<file path="src/rtl/mbc_pkg.sv">
package mbc_pkg;

    // Readback source chosen by the arbiter for the current cycle.
    typedef enum logic [1:0] {
        SRC_NONE = 2'd0,
        SRC_CNT  = 2'd1,
        SRC_MSK  = 2'd2
    } rb_src_t;

    // Readback state machine encoding.
    typedef enum logic [2:0] {
        RB_IDLE      = 3'd0,
        RB_CNT_GAP   = 3'd1,
        RB_CNT_DRIVE = 3'd2,
        RB_MSK_GAP   = 3'd3,
        RB_MSK_DRIVE = 3'd4
    } rb_state_t;

endpackage

</file>
<file path="src/rtl/mbc_counter.sv">
module mbc_counter #(
    parameter int AW = 8
) (
    input  logic          clk,
    input  logic          rst_n,
    input  logic          ld_n,
    input  logic          inc_n,
    input  logic          mload_n,
    input  logic [AW-1:0] addr_in,
    output logic [AW-1:0] cnt_q,
    output logic [AW-1:0] mask_q,
    output logic          wrap_n
);

    localparam logic [AW-1:0] ALL_ONES = {AW{1'b1}};

    logic [AW-1:0] filled;
    logic [AW-1:0] summed;
    logic [AW-1:0] cnt_step;
    logic          field_full;

    // Unmasked bits are forced to one so the carry ripples straight through them.
    always_comb begin
        filled     = cnt_q | ~mask_q;
        summed     = filled + {{(AW-1){1'b0}}, 1'b1};
        cnt_step   = (cnt_q & ~mask_q) | (summed & mask_q);
        field_full = &filled;
    end

    always_ff @(posedge clk) begin
        if (!rst_n) begin
            cnt_q <= '0;
        end else if (!ld_n) begin
            cnt_q <= addr_in;
        end else if (!inc_n) begin
            cnt_q <= cnt_step;
        end
    end

    always_ff @(posedge clk) begin
        if (!rst_n) begin
            mask_q <= ALL_ONES;
        end else if (!mload_n) begin
            mask_q <= addr_in;
        end
    end

    always_ff @(posedge clk) begin
        if (!rst_n) begin
            wrap_n <= 1'b1;
        end else begin
            wrap_n <= !(ld_n && !inc_n && field_full);
        end
    end

endmodule

</file>
<file path="src/rtl/mbc_arbiter.sv">
module mbc_arbiter
    import mbc_pkg::*;
(
    input  logic    ld_n,
    input  logic    inc_n,
    input  logic    mload_n,
    input  logic    crd_n,
    input  logic    mrd_n,
    output rb_src_t src
);

    logic cnt_ok;
    logic msk_ok;

    always_comb begin
        cnt_ok = !crd_n && ld_n && inc_n;
        msk_ok = !mrd_n && ld_n && inc_n && crd_n && mload_n;
        if (cnt_ok) begin
            src = SRC_CNT;
        end else if (msk_ok) begin
            src = SRC_MSK;
        end else begin
            src = SRC_NONE;
        end
    end

endmodule

</file>
<file path="src/rtl/mbc_rb_fsm.sv">
module mbc_rb_fsm
    import mbc_pkg::*;
#(
    parameter int AW = 8
) (
    input  logic          clk,
    input  logic          rst_n,
    input  rb_src_t       src,
    input  logic [AW-1:0] cnt_q,
    input  logic [AW-1:0] mask_q,
    output logic [AW-1:0] addr_out,
    output logic          addr_oe,
    output logic          rb_busy
);

    rb_state_t state;
    rb_state_t state_nxt;
    rb_state_t accept;

    // accept: the gap state that belongs to the newly selected source
    always_comb begin
        unique case (src)
            SRC_CNT: accept = RB_CNT_GAP;
            SRC_MSK: accept = RB_MSK_GAP;
            default: accept = RB_IDLE;
        endcase
    end

    always_comb begin
        unique case (state)
            RB_IDLE:      state_nxt = accept;
            RB_CNT_GAP:   state_nxt = (src == SRC_CNT) ? RB_CNT_DRIVE : accept;
            RB_CNT_DRIVE: state_nxt = (src == SRC_CNT) ? RB_CNT_DRIVE : accept;
            RB_MSK_GAP:   state_nxt = (src == SRC_MSK) ? RB_MSK_DRIVE : accept;
            RB_MSK_DRIVE: state_nxt = (src == SRC_MSK) ? RB_MSK_DRIVE : accept;
            default:      state_nxt = RB_IDLE;
        endcase
    end

    always_ff @(posedge clk) begin
        if (!rst_n) begin
            state <= RB_IDLE;
        end else begin
            state <= state_nxt;
        end
    end

    always_comb begin
        addr_out = '0;
        addr_oe  = 1'b0;
        rb_busy  = 1'b1;
        unique case (state)
            RB_IDLE: begin
                rb_busy = 1'b0;
            end
            RB_CNT_GAP, RB_MSK_GAP: begin
                addr_oe = 1'b0;
            end
            RB_CNT_DRIVE: begin
                addr_out = cnt_q;
                addr_oe  = 1'b1;
            end
            RB_MSK_DRIVE: begin
                addr_out = mask_q;
                addr_oe  = 1'b1;
            end
            default: begin
                rb_busy = 1'b0;
            end
        endcase
    end

endmodule

</file>
<file path="src/rtl/masked_burst_ctr.sv">
module masked_burst_ctr
    import mbc_pkg::*;
#(
    parameter int AW = 8
) (
    input  logic          clk,
    input  logic          rst_n,
    input  logic          ce_n,
    input  logic          we_n,
    input  logic          ld_n,
    input  logic          inc_n,
    input  logic          mload_n,
    input  logic          crd_n,
    input  logic          mrd_n,
    input  logic [AW-1:0] addr_in,
    output logic [AW-1:0] addr_out,
    output logic          addr_oe,
    output logic          data_oe,
    output logic          wrap_n
);

    logic [AW-1:0] cnt_q;
    logic [AW-1:0] mask_q;
    rb_src_t       src;
    logic          rb_busy;

    mbc_counter #(.AW(AW)) u_counter (
        .clk     (clk),
        .rst_n   (rst_n),
        .ld_n    (ld_n),
        .inc_n   (inc_n),
        .mload_n (mload_n),
        .addr_in (addr_in),
        .cnt_q   (cnt_q),
        .mask_q  (mask_q),
        .wrap_n  (wrap_n)
    );

    mbc_arbiter u_arbiter (
        .ld_n    (ld_n),
        .inc_n   (inc_n),
        .mload_n (mload_n),
        .crd_n   (crd_n),
        .mrd_n   (mrd_n),
        .src     (src)
    );

    mbc_rb_fsm #(.AW(AW)) u_fsm (
        .clk      (clk),
        .rst_n    (rst_n),
        .src      (src),
        .cnt_q    (cnt_q),
        .mask_q   (mask_q),
        .addr_out (addr_out),
        .addr_oe  (addr_oe),
        .rb_busy  (rb_busy)
    );

    // Read data may only leave the port when no readback owns the pins.
    always_comb begin
        data_oe = !ce_n && we_n && !rb_busy && (src == SRC_NONE);
    end

endmodule

</file>
<file path="config.mk">
export PLATFORM = sky130hd
export DESIGN_NAME = masked_burst_ctr
export DESIGN_NICKNAME = d
export VERILOG_FILES = /design/src/rtl/mbc_pkg.sv /design/src/rtl/mbc_counter.sv /design/src/rtl/mbc_arbiter.sv /design/src/rtl/mbc_rb_fsm.sv /design/src/rtl/masked_burst_ctr.sv
export SDC_FILE = /design/constraint.sdc
export NUM_CORES = 1
export LEC_CHECK = 0
export BUFFER_PORTS_ARGS = -buffer_cell sky130_fd_sc_hd__buf_2
export CORE_ASPECT_RATIO = 0.7
export CORE_MARGIN = 4
export CORE_UTILIZATION = 47
export CTS_BUF_LIST = sky130_fd_sc_hd__clkbuf_16
export CTS_CLUSTER_DIAMETER = 60
export DETAILED_ROUTE_END_ITERATION = 6
export PLACE_DENSITY_LB_ADDON = 0.2
export SKIP_CTS_REPAIR_TIMING = 1
export SLEW_MARGIN = 20
export SYNTH_ARGS = -nofsm -noshare
export SYNTH_HDL_FRONTEND = slang
export SYNTH_SLANG_ARGS = --single-unit
export TNS_END_PERCENT = 20
</file>
<file path="constraint.sdc">
create_clock -name clk -period 1.3 [get_ports clk]
set_input_delay 0.13 -clock clk [delete_from_list [all_inputs] [get_ports clk]]
set_output_delay 0.13 -clock clk [all_outputs]
set_load 0.05 [all_outputs]
</file>
==> summary.log, run 1 <==
qor: floorplanning.floorplan.die_area 3380 µm²
qor: timing.setup_slack -183 ps
qor: clocking.tritoncts built
qor: synthesis.postSynthAreaPerCell 8.10 µm²
qor: grt.antenna_found_initial 0
qor: placement.place_congestion 0.843
qor: timing.report.final.hold_viol_count 0
qor: timing.timing.max_slew.rel_slack 0.696
qor: clocking.cts.sink_count 20
qor: clocking.clockRootBuffer clkbuf_16
qor: synthesis.yosysSeqAreaShare 0.341
qor: worst_setup_path.critical_path_class flip-flop to primary output
qor: power.power_density 1010 nW/µm²
qor: detailed_routing.wire_per_inst 18.8 µm
qor: floorplanning.std_cell_rows 14
qor: run_status.violations negative setup slack
qor: finish.final_cell_mix buf_4 (21), buf_2 (17), nand2_1 (16), dfxtp_1 (12), buf_6 (12)
qor: detailed_routing.detailedRoute.firstIterationViolations 101
qor: synthesis.synth_fp_nets 164
qor: timing.holdWs 106 ps
qor: min_path.hold_class input pin to flip-flop
qor: worst_setup_path.timing.critical_path.to_type primary output
qor: timing.final_min_period_over_clock_period 1.14
qor: run_status.outcome finished, violations left
qor: synthesis.synth-async-reset-ratio 0
qor: synthesis.ys_dominant_reg_cell dfxtp_1
qor: worst_setup_path.startpoint_type flip-flop
qor: clocking.clock_tree.htree_level_count 1
qor: finish.layout-drive-gt1-share 0.524
qor: synthesis.synth_enable_flop_cells 0
qor: timing.worst_pin_slew 457 ps
qor: grt.grt_overflow 0
qor: run.maxCapViolations 0
qor: clocking.clock_path_buffers 2
qor: floorplanning.initial_core_util 0.520
qor: clocking.clkTransAtPathRegs 60 ps
qor: placement.hpwl 2600 µm
qor: detailed_routing.detail-route-antenna-nets 0
qor: finish.fin_area 1900 µm²
qor: grt.grt_pass1_vias 1272
qor: synthesis.synth_seq_cells 20
qor: detailed_routing.post_route_drc_violation_count 0
qor: worst_setup_path.path_max_fanout 6
qor: finish.diodes 0
qor: worst_setup_path.crit_path_arrival_time 1350 ps
qor: finish.finish.net_count 211
qor: power.total_leakage_power 0.804 nW
qor: clocking.worstSkewPairLatency 250 ps
qor: detailed_routing.detailed_route_wire_length 4200 µm
qor: floorplanning.core_area 2260 µm²
qor: timing.rsz0062_at_grt true
qor: finish.fillers 120
qor: synthesis.cells_after_synthesis 145
qor: timing.timing.fmax 0.674 GHz
qor: placement.dp_slack -225 ps
qor: detailed_routing.detail_route.vias_per_cell 5.88
qor: floorplanning.num_io_pins 28
qor: floorplanning.die_w 67.8 µm
qor: floorplanning.die_h 49.8 µm
qor: finish.post-route-util 0.839
qor: timing.finalClockSkew 4.42 ps
qor: finish.syn_to_final_growth 61.4%
qor: placement.port_buffers 27
qor: grt.global_route_wire_length_before_repair 5800 µm
qor: timing.maxSlewViolCount 0
qor: synthesis.warnings_from_yosys 0
qor: timing.setup_violations_final 16
qor: clocking.tritoncts.num_buffers 3
qor: finish.layout.cells.most_common buf_4
qor: synthesis.syn_area 1170 µm²
qor: grt.grt_start_max_net_pins 20
qor: worst_setup_path.crit_required 1170 ps
qor: power.vdd.ir_drop.worst 0.962 mV
qor: grt.overall_fraction_of_global_route_tracks_in_use 0.231
qor: detailed_routing.detailed_router_iteration_count_before_antenna_repair 4
qor: placement.placed_cell_area 1570 µm²
qor: detailed_routing.route.vias.total 1311
qor: synthesis.synth.lib_cells_used.distinct 33
qor: timing.period_minus_ws_final 1480 ps
-- final timing paths --
kind,endpoint,from,slack [ps],depth (start not counted)
worst max-delay path,addr_out[1],u_fsm.state[1],-180,5
worst min-delay path,u_counter.mask_q[4],addr_in[4],110,3
worst max register to register,u_fsm.state[0],u_fsm.state[1],-160,6
worst min register to register,flip-flop,u_counter.mask_q[7],550,1
-- report_power, final --
part	total [mW]	switching [mW]	internal, mW	leakage [nW]
Clock	0.848	0.237	0.611	0.0511
Combinational	0.392	0.217	0.176	0.584
Sequential	0.683	0.0339	0.649	0.168
Total	1.92	0.487	1.44	0.804
-- worst max-delay path, stage by stage, from the launching register on --
cell and delay (ps):
dfxtp_4 400, nor2b_4 200, buf_6 160, a22oi_2 80
nor2_4 110, buf_6 160
-- routing by layer --
metal / global-route usage / share of wire / up-vias
met5: 0 / 0 / -
met3: 0.0727 / 0.069 / 16
li1: - / - / 599
met2: 0.393 / 0.51 / 69
met1: 0.264 / 0.39 / 627
met4: 0.0943 / 0.027 / 0
-- Yosys cell counts (4+ instances only) --
cell type	count	share of area
dfxtp_1	20	0.34
nand2_1	17	0.054
nor2_1	11	0.035
a21oi_1	10	0.043
nor2b_1	10	0.053
mux2i_1	9	0.077
a22oi_1	8	0.051
inv_1	7	0.022
clkbuf_1	6	0.019
nor3_1	6	0.026
o21ai_0	5	0.021
xnor2_1	4	0.030
xor2_1	4	0.030
-- cells by family (layout without fill, tap and decap cells) --
group / count (synthesis) / after routing / synth area share
buf+inv: 17 / 63 / 0.0660
flops: 20 / 20 / 0.341
xor+xnor: 8 / 8 / 0.0596
simple gates: 56 / 56 / 0.247
mux: 9 / 9 / 0.0767
compound gates: 33 / 33 / 0.188
fa+ha+maj: 2 / 2 / 0.0213
-- final cells by class --
| type | instances | area, µm² | area share |
|---|---|---|---|
| multi-input combinational | 108 | 902 | 0.476 |
| sequential | 20 | 415 | 0.219 |
| timing repair buffer | 52 | 408 | 0.215 |
| clock buffer | 3 | 75.1 | 0.0396 |
| tap | 32 | 40.0 | 0.0211 |
| clock inverter | 1 | 30.0 | 0.0158 |
| inverter | 7 | 26.3 | 0.0139 |
-- through the flow --
step	power [mW]	std cells	TNS [ps]
3_5_place_dp	1.01	218	-1230
6_report	1.92	223	-1990
5_1_grt	1.99	223	-2670
2_1_floorplan	0.888	145	-381
3_3_place_gp	0.991	218	-603
4_1_cts	1.86	222	-4920
No activity file was read; power rests on OpenSTA's default activity.
==> run 2: changes to the inputs <==
- PLACE_DENSITY: default -> 0.74
- PLACE_DENSITY_LB_ADDON: 0.2 -> default
==> run 2 against run 1 <==
  * The flow still finishes with violations (negative setup slack)
  * Non-clock buffer count unchanged
  * Wire length up 3.8%
  * Global-route usage fell by 0.14 points
  * First-iteration DRC count is 45% higher
  * Critical path type unchanged
  * Largest cell class unchanged
==> summary.log, run 2 (synthesis results as in run 1) <==
qor: run_status.outcome finished, violations left
qor: run_status.violations negative setup slack
qor: timing.holdWs 109 ps
qor: clocking.tritoncts.num_buffers 3
qor: clocking.worstSkewPairLatency 250 ps
qor: worst_setup_path.critPathSlowestCell dfxtp_4
qor: worst_setup_path.timing.rr.start u_counter.mask_q[1]
qor: timing.setup_violations_final 17
qor: worst_setup_path.crit_required 1170 ps
qor: detailed_routing.route.vias.total 1309
qor: detailed_routing.detailed_route_wire_length 4360 µm
qor: clocking.tritoncts built
qor: detailed_routing.post_route_drc_violation_count 0
qor: worst_setup_path.timing.critical_path.to_type primary output
qor: power.power_density 914 nW/µm²
qor: floorplanning.die_w 67.8 µm
qor: run.maxCapViolations 0
qor: clocking.cts.sink_count 20
qor: worst_setup_path.startpoint_type flip-flop
qor: finish.layout.cells.most_common buf_4
qor: worst_setup_path.slowest_delay 380 ps
qor: finish.finish.net_count 211
qor: floorplanning.num_io_pins 28
qor: detailed_routing.detail_route.vias_per_cell 5.87
qor: worst_setup_path.cp_num_buf_inv 2
qor: timing.timing.max_slew.rel_slack 0.703
qor: worst_setup_path.cpLargestDelayFamily flip-flops
qor: worst_setup_path.worst-r2r-setup-slack -110 ps
qor: grt.global_route_wire_length_before_repair 5800 µm
qor: finish.fillers 130
qor: worst_setup_path.endpoint addr_out[2]
qor: finish.diodes 0
qor: power.power.share.clock 0.369
qor: timing.report.final.hold_viol_count 0
qor: power.netSwitchingFraction 0.277
qor: floorplanning.floorplan.die_area 3380 µm²
qor: grt.overall_fraction_of_global_route_tracks_in_use 0.230
qor: power.total_switching_power 0.473 mW
qor: grt.grt_overflow 0
qor: timing.setup_slack -188 ps
qor: clocking.clkTransAtPathRegs 50 ps
qor: worst_setup_path.startpoint u_fsm.state[2]
qor: finish.layout-drive-gt1-share 0.487
qor: detailed_routing.wire_per_inst 19.6 µm
qor: worst_setup_path.critical_path_depth_in_cells 5
qor: grt.grt_pass1_vias 1269
qor: placement.place_congestion 0.814
qor: power.vdd.ir_drop.worst 0.823 mV
qor: power.total_leakage_power 0.785 nW
qor: power.combPwrFrac 0.230
qor: grt.antenna_found_initial 0
qor: worst_setup_path.critical_path_class flip-flop to primary output
qor: timing.rsz0062_at_grt true
qor: detailed_routing.detailedRoute.firstIterationViolations 146
qor: power.p_int 1.23 mW
qor: detailed_routing.detailed_router_iteration_count_before_antenna_repair 4
qor: power.power.sequential.fraction 0.400
qor: min_path.hold_class input pin to flip-flop
qor: timing.worst_pin_slew 445 ps
qor: worst_setup_path.rr_worst_depth 8
qor: clocking.clock_tree.htree_level_count 1
qor: timing.finalClockSkew 0.840 ps
qor: worst_setup_path.crit_path_arrival_time 1360 ps
qor: min_path.holdCritStartpoint addr_in[3]
qor: floorplanning.std_cell_rows 14
qor: detailed_routing.detail-route-antenna-nets 0
qor: finish.final_cell_mix buf_4 (21), nand2_1 (17), buf_2 (17), dfxtp_1 (16), buf_6 (11)
qor: clocking.clockRootBuffer clkbuf_16
qor: clocking.clock_path_buffers 2
qor: timing.maxSlewViolCount 0
qor: timing.final_min_period_over_clock_period 1.14
qor: worst_setup_path.crit_chain nor2b_4, buf_8, a22oi_2, nor2_4, buf_6
qor: worst_setup_path.path_max_fanout 8
qor: floorplanning.core_area 2260 µm²
qor: floorplanning.die_h 49.8 µm
qor: finish.syn_to_final_growth 58.9%
qor: floorplanning.initial_core_util 0.520
qor: timing.timing.fmax 0.672 GHz
qor: placement.hpwl 2630 µm
qor: timing.period_minus_ws_final 1490 ps
qor: placement.port_buffers 27
qor: grt.grt_start_max_net_pins 20
qor: placement.dp_slack -178 ps
==> run 2: power groups by stage <==
stage	clock (mW)	combinational, mW	sequential [mW]
2_1_floorplan	0	0.200	0.688
3_3_place_gp	0	0.308	0.687
3_5_place_dp	0	0.323	0.689
4_1_cts	0.635	0.330	0.677
5_1_grt	0.661	0.418	0.686
6_report	0.630	0.393	0.683
==> run 2: area by class of cell <==
cell class | count | area, µm² | share of cell area
multi-input cells | 108 | 895 | 0.479
repair buffers | 52 | 417 | 0.223
flip-flops and latches | 20 | 410 | 0.220
clock buffers | 3 | 75.1 | 0.0402
well taps | 32 | 40.0 | 0.0214
inverters | 7 | 26.3 | 0.0141
clock inverters | 1 | 3.75 | 0.00201
==> run 2: worst reg2reg max path: stages (launching register included) <==
cell,delay [ps]
dfxtp_1,320
nor2b_2,170
inv_1,100
ha_4,170
nor2b_4,130
nand2_1,80
xor2_1,150
nand2_1,80
o211a_1,110
==> run 2: routing by layer <==
metal,global-route usage,vias up,wire (µm)
met4,0.0572,0,161
met3,0.0568,20,379
met1,0.279,607,1700
met2,0.399,80,2120
met5,0,-,0
li1,-,602,-
==> run 2: how the worst min path moves through the flow <==
stage	to	cells after the start	slack [ps]
detailed placement	u_counter.mask_q[6]	3	360
CTS	u_counter.mask_q[0]	3	110
global placement	u_counter.mask_q[4]	3	350
finish	u_counter.mask_q[3]	3	110
floorplan	u_counter.mask_q[0]	2	260
global route	u_counter.mask_q[0]	3	130
==> run 2: metrics by stage <==
step	power, mW	util	area [µm²]	TNS (ps)	instances
after floorplan	0.888	-	1280	-381	145
after global placement	0.995	0.697	1580	-601	217
after detailed placement	1.01	0.697	1580	-1150	217
after CTS	1.64	0.732	1650	-4010	221
after global routing	1.77	0.826	1870	-3250	223
final	1.71	0.826	1870	-2120	223
==> run 3: changes to the inputs <==
==> constraint.sdc (replaced) <==
create_clock -name clk -period 1.3 [get_ports clk]
set_input_delay 0.13 -clock clk [delete_from_list [all_inputs] [get_ports clk]]
set_output_delay 0.13 -clock clk [all_outputs]
set_load 0.01 [all_outputs]
==> run 3 against run 2 <==
  * The flow still finishes with violations (negative setup slack)
  * Die area unchanged
  * Wire length down 12%
  * Clock skew is 3.1 ps higher
  * Critical path depth down 1
  * Fmax decreased by 0.87%
  * Register-to-register slack about the same
  * Setup slack lost 13 ps
  * Critical path type unchanged
==> summary.log, run 3 (synthesis results as in run 1) <==
qor: run_status.outcome finished, violations left
qor: run_status.violations negative setup slack
qor: power.netSwitchingFraction 0.269
qor: run.maxCapViolations 0
qor: timing.holdWs 99.3 ps
qor: timing.total_negative_slack_for_setup_checks -1240 ps
qor: finish.layout.cells.most_common buf_2
qor: clocking.clock_path_buffers 2
qor: floorplanning.num_io_pins 28
qor: placement.port_buffers 27
qor: placement.place_congestion 0.856
qor: worst_setup_path.critPathSlowestCell dfxtp_4
qor: timing.setup_violations_final 15
qor: clocking.tritoncts built
qor: worst_setup_path.critical_path_class flip-flop to primary output
qor: timing.worst_pin_slew 393 ps
qor: detailed_routing.detail_route.vias_per_cell 5.76
qor: worst_setup_path.startpoint_type flip-flop
qor: timing.final_min_period_over_clock_period 1.15
qor: grt.grt_pass1_vias 1207
qor: timing.rsz0062_at_grt true
qor: timing.finalClockSkew 3.97 ps
qor: detailed_routing.route.vias.total 1285
qor: power.power.share.clock 0.385
qor: power.total_switching_power 0.452 mW
qor: worst_setup_path.path_max_fanout 3
qor: floorplanning.floorplan.die_area 3380 µm²
qor: finish.syn_to_final_growth 46.5%
qor: grt.global_route_wire_length_before_repair 5500 µm
qor: timing.maxSlewViolCount 0
qor: finish.finish.net_count 211
qor: detailed_routing.detail-route-antenna-nets 0
qor: detailed_routing.detailed_router_iteration_count_before_antenna_repair 4
qor: clocking.cts.sink_count 20
qor: detailed_routing.post_route_drc_violation_count 0
qor: finish.stdcell_count 223
qor: finish.diodes 0
qor: clocking.clock_tree.htree_level_count 1
qor: grt.grt_start_max_net_pins 20
qor: clocking.clkTransAtPathRegs 60 ps
qor: clocking.tritoncts.num_buffers 3
qor: power.power.sequential.fraction 0.404
qor: min_path.holdCritStartpoint addr_in[2]
qor: floorplanning.die_w 67.8 µm
qor: floorplanning.die_h 49.8 µm
qor: grt.antenna_found_initial 0
qor: power.combPwrFrac 0.211
qor: detailed_routing.wire_per_inst 17.2 µm
qor: finish.multi_input_comb_area 818 µm²
qor: clocking.worstSkewPairLatency 260 ps
qor: power.vdd.ir_drop.worst 0.934 mV
qor: floorplanning.initial_core_util 0.520
qor: worst_setup_path.startpoint u_fsm.state[2]
qor: timing.timing.max_slew.rel_slack 0.737
qor: placement.dp_slack -83.0 ps
qor: timing.timing.fmax 0.666 GHz
qor: worst_setup_path.crit_path_arrival_time 1370 ps
qor: worst_setup_path.timing.critical_path.to_type primary output
qor: detailed_routing.detailedRoute.firstIterationViolations 165
qor: floorplanning.core_area 2260 µm²
qor: power.total_leakage_power 0.773 nW
qor: placement.hpwl 2570 µm
qor: grt.grt_overflow 0
qor: finish.layout-drive-gt1-share 0.450
qor: power.p_int 1.23 mW
qor: detailed_routing.detailed_route_wire_length 3840 µm
qor: timing.setup_slack -201 ps
qor: finish.final_cell_mix buf_2 (26), buf_4 (20), nand2_1 (17), dfxtp_1 (16), a21oi_1 (10)
qor: timing.report.final.hold_viol_count 0
qor: clocking.clockRootBuffer clkbuf_16
qor: finish.fillers 149
qor: timing.period_minus_ws_final 1500 ps
qor: worst_setup_path.timing.rr.start u_counter.mask_q[3]
qor: min_path.hold_class input pin to flip-flop
qor: worst_setup_path.slowest_delay 360 ps
qor: finish.seq_area 410 µm²
qor: worst_setup_path.crit_required 1170 ps
qor: floorplanning.std_cell_rows 14
qor: grt.overall_fraction_of_global_route_tracks_in_use 0.216
qor: placement.place_inst 217
qor: power.power_density 977 nW/µm²
qor: worst_setup_path.crit_chain buf_6, xnor2_2, nor4b_2, buf_2
-- run 3: cell counts in the layout (fill, tap and decap cells not counted) --
Identical to the previous run, type by type.
-- run 3: worst paths after layout --
kind | endpoint | slack (ps) | depth (start not counted)
max | data_oe | -200 | 4
min reg2reg | flip-flop | 530 | 1
max reg2reg | flip-flop | -120 | 5
min | u_counter.mask_q[2] | 100 | 3
-- run 3: per-stage QoR --
step | total power, mW | instance area (µm²) | utilization
global placement | 0.988 | 1500 | 0.666
global route | 1.74 | 1720 | 0.762
detailed placement | 1.00 | 1500 | 0.666
finish | 1.68 | 1720 | 0.762
floorplan | 0.870 | 1210 | -
CTS | 1.64 | 1580 | 0.700
-- run 3: final cells by class --
type                    count  area share
multi-input cells         108       0.475
flip-flops and latches     20       0.238
repair buffers             52       0.202
clock buffers               3      0.0436
well taps                  32      0.0233
inverters                   7      0.0153
clock inverters             1     0.00218
-- run 3: power groups by stage --
stage          Combinational [mW]  Sequential (mW)  Clock (mW)
6_report                    0.355            0.679       0.648
5_1_grt                     0.385            0.683       0.674
4_1_cts                     0.316            0.679       0.648
3_5_place_dp                0.310            0.693           0
3_3_place_gp                0.298            0.690           0
2_1_floorplan               0.178            0.692           0
-- run 3: per-layer routing --
| layer | up-vias | wire length (µm) | track usage | share of wire |
|---|---|---|---|---|
| li1 | 596 | - | - | - |
| met1 | 613 | 1560 | 0.271 | 0.41 |
| met2 | 67 | 1870 | 0.363 | 0.49 |
| met3 | 9 | 342 | 0.0705 | 0.089 |
| met4 | 0 | 64 | 0.0303 | 0.017 |
| met5 | - | 0 | 0 | 0 |
-- run 3: worst max-delay path, delay by kind of cell (launching register included) --
kind,cells,cell delay (ps)
xor gates and xnor gates,1,140
buffers and inverters,2,310
and+or+nand+nor,1,310
DFF,1,360
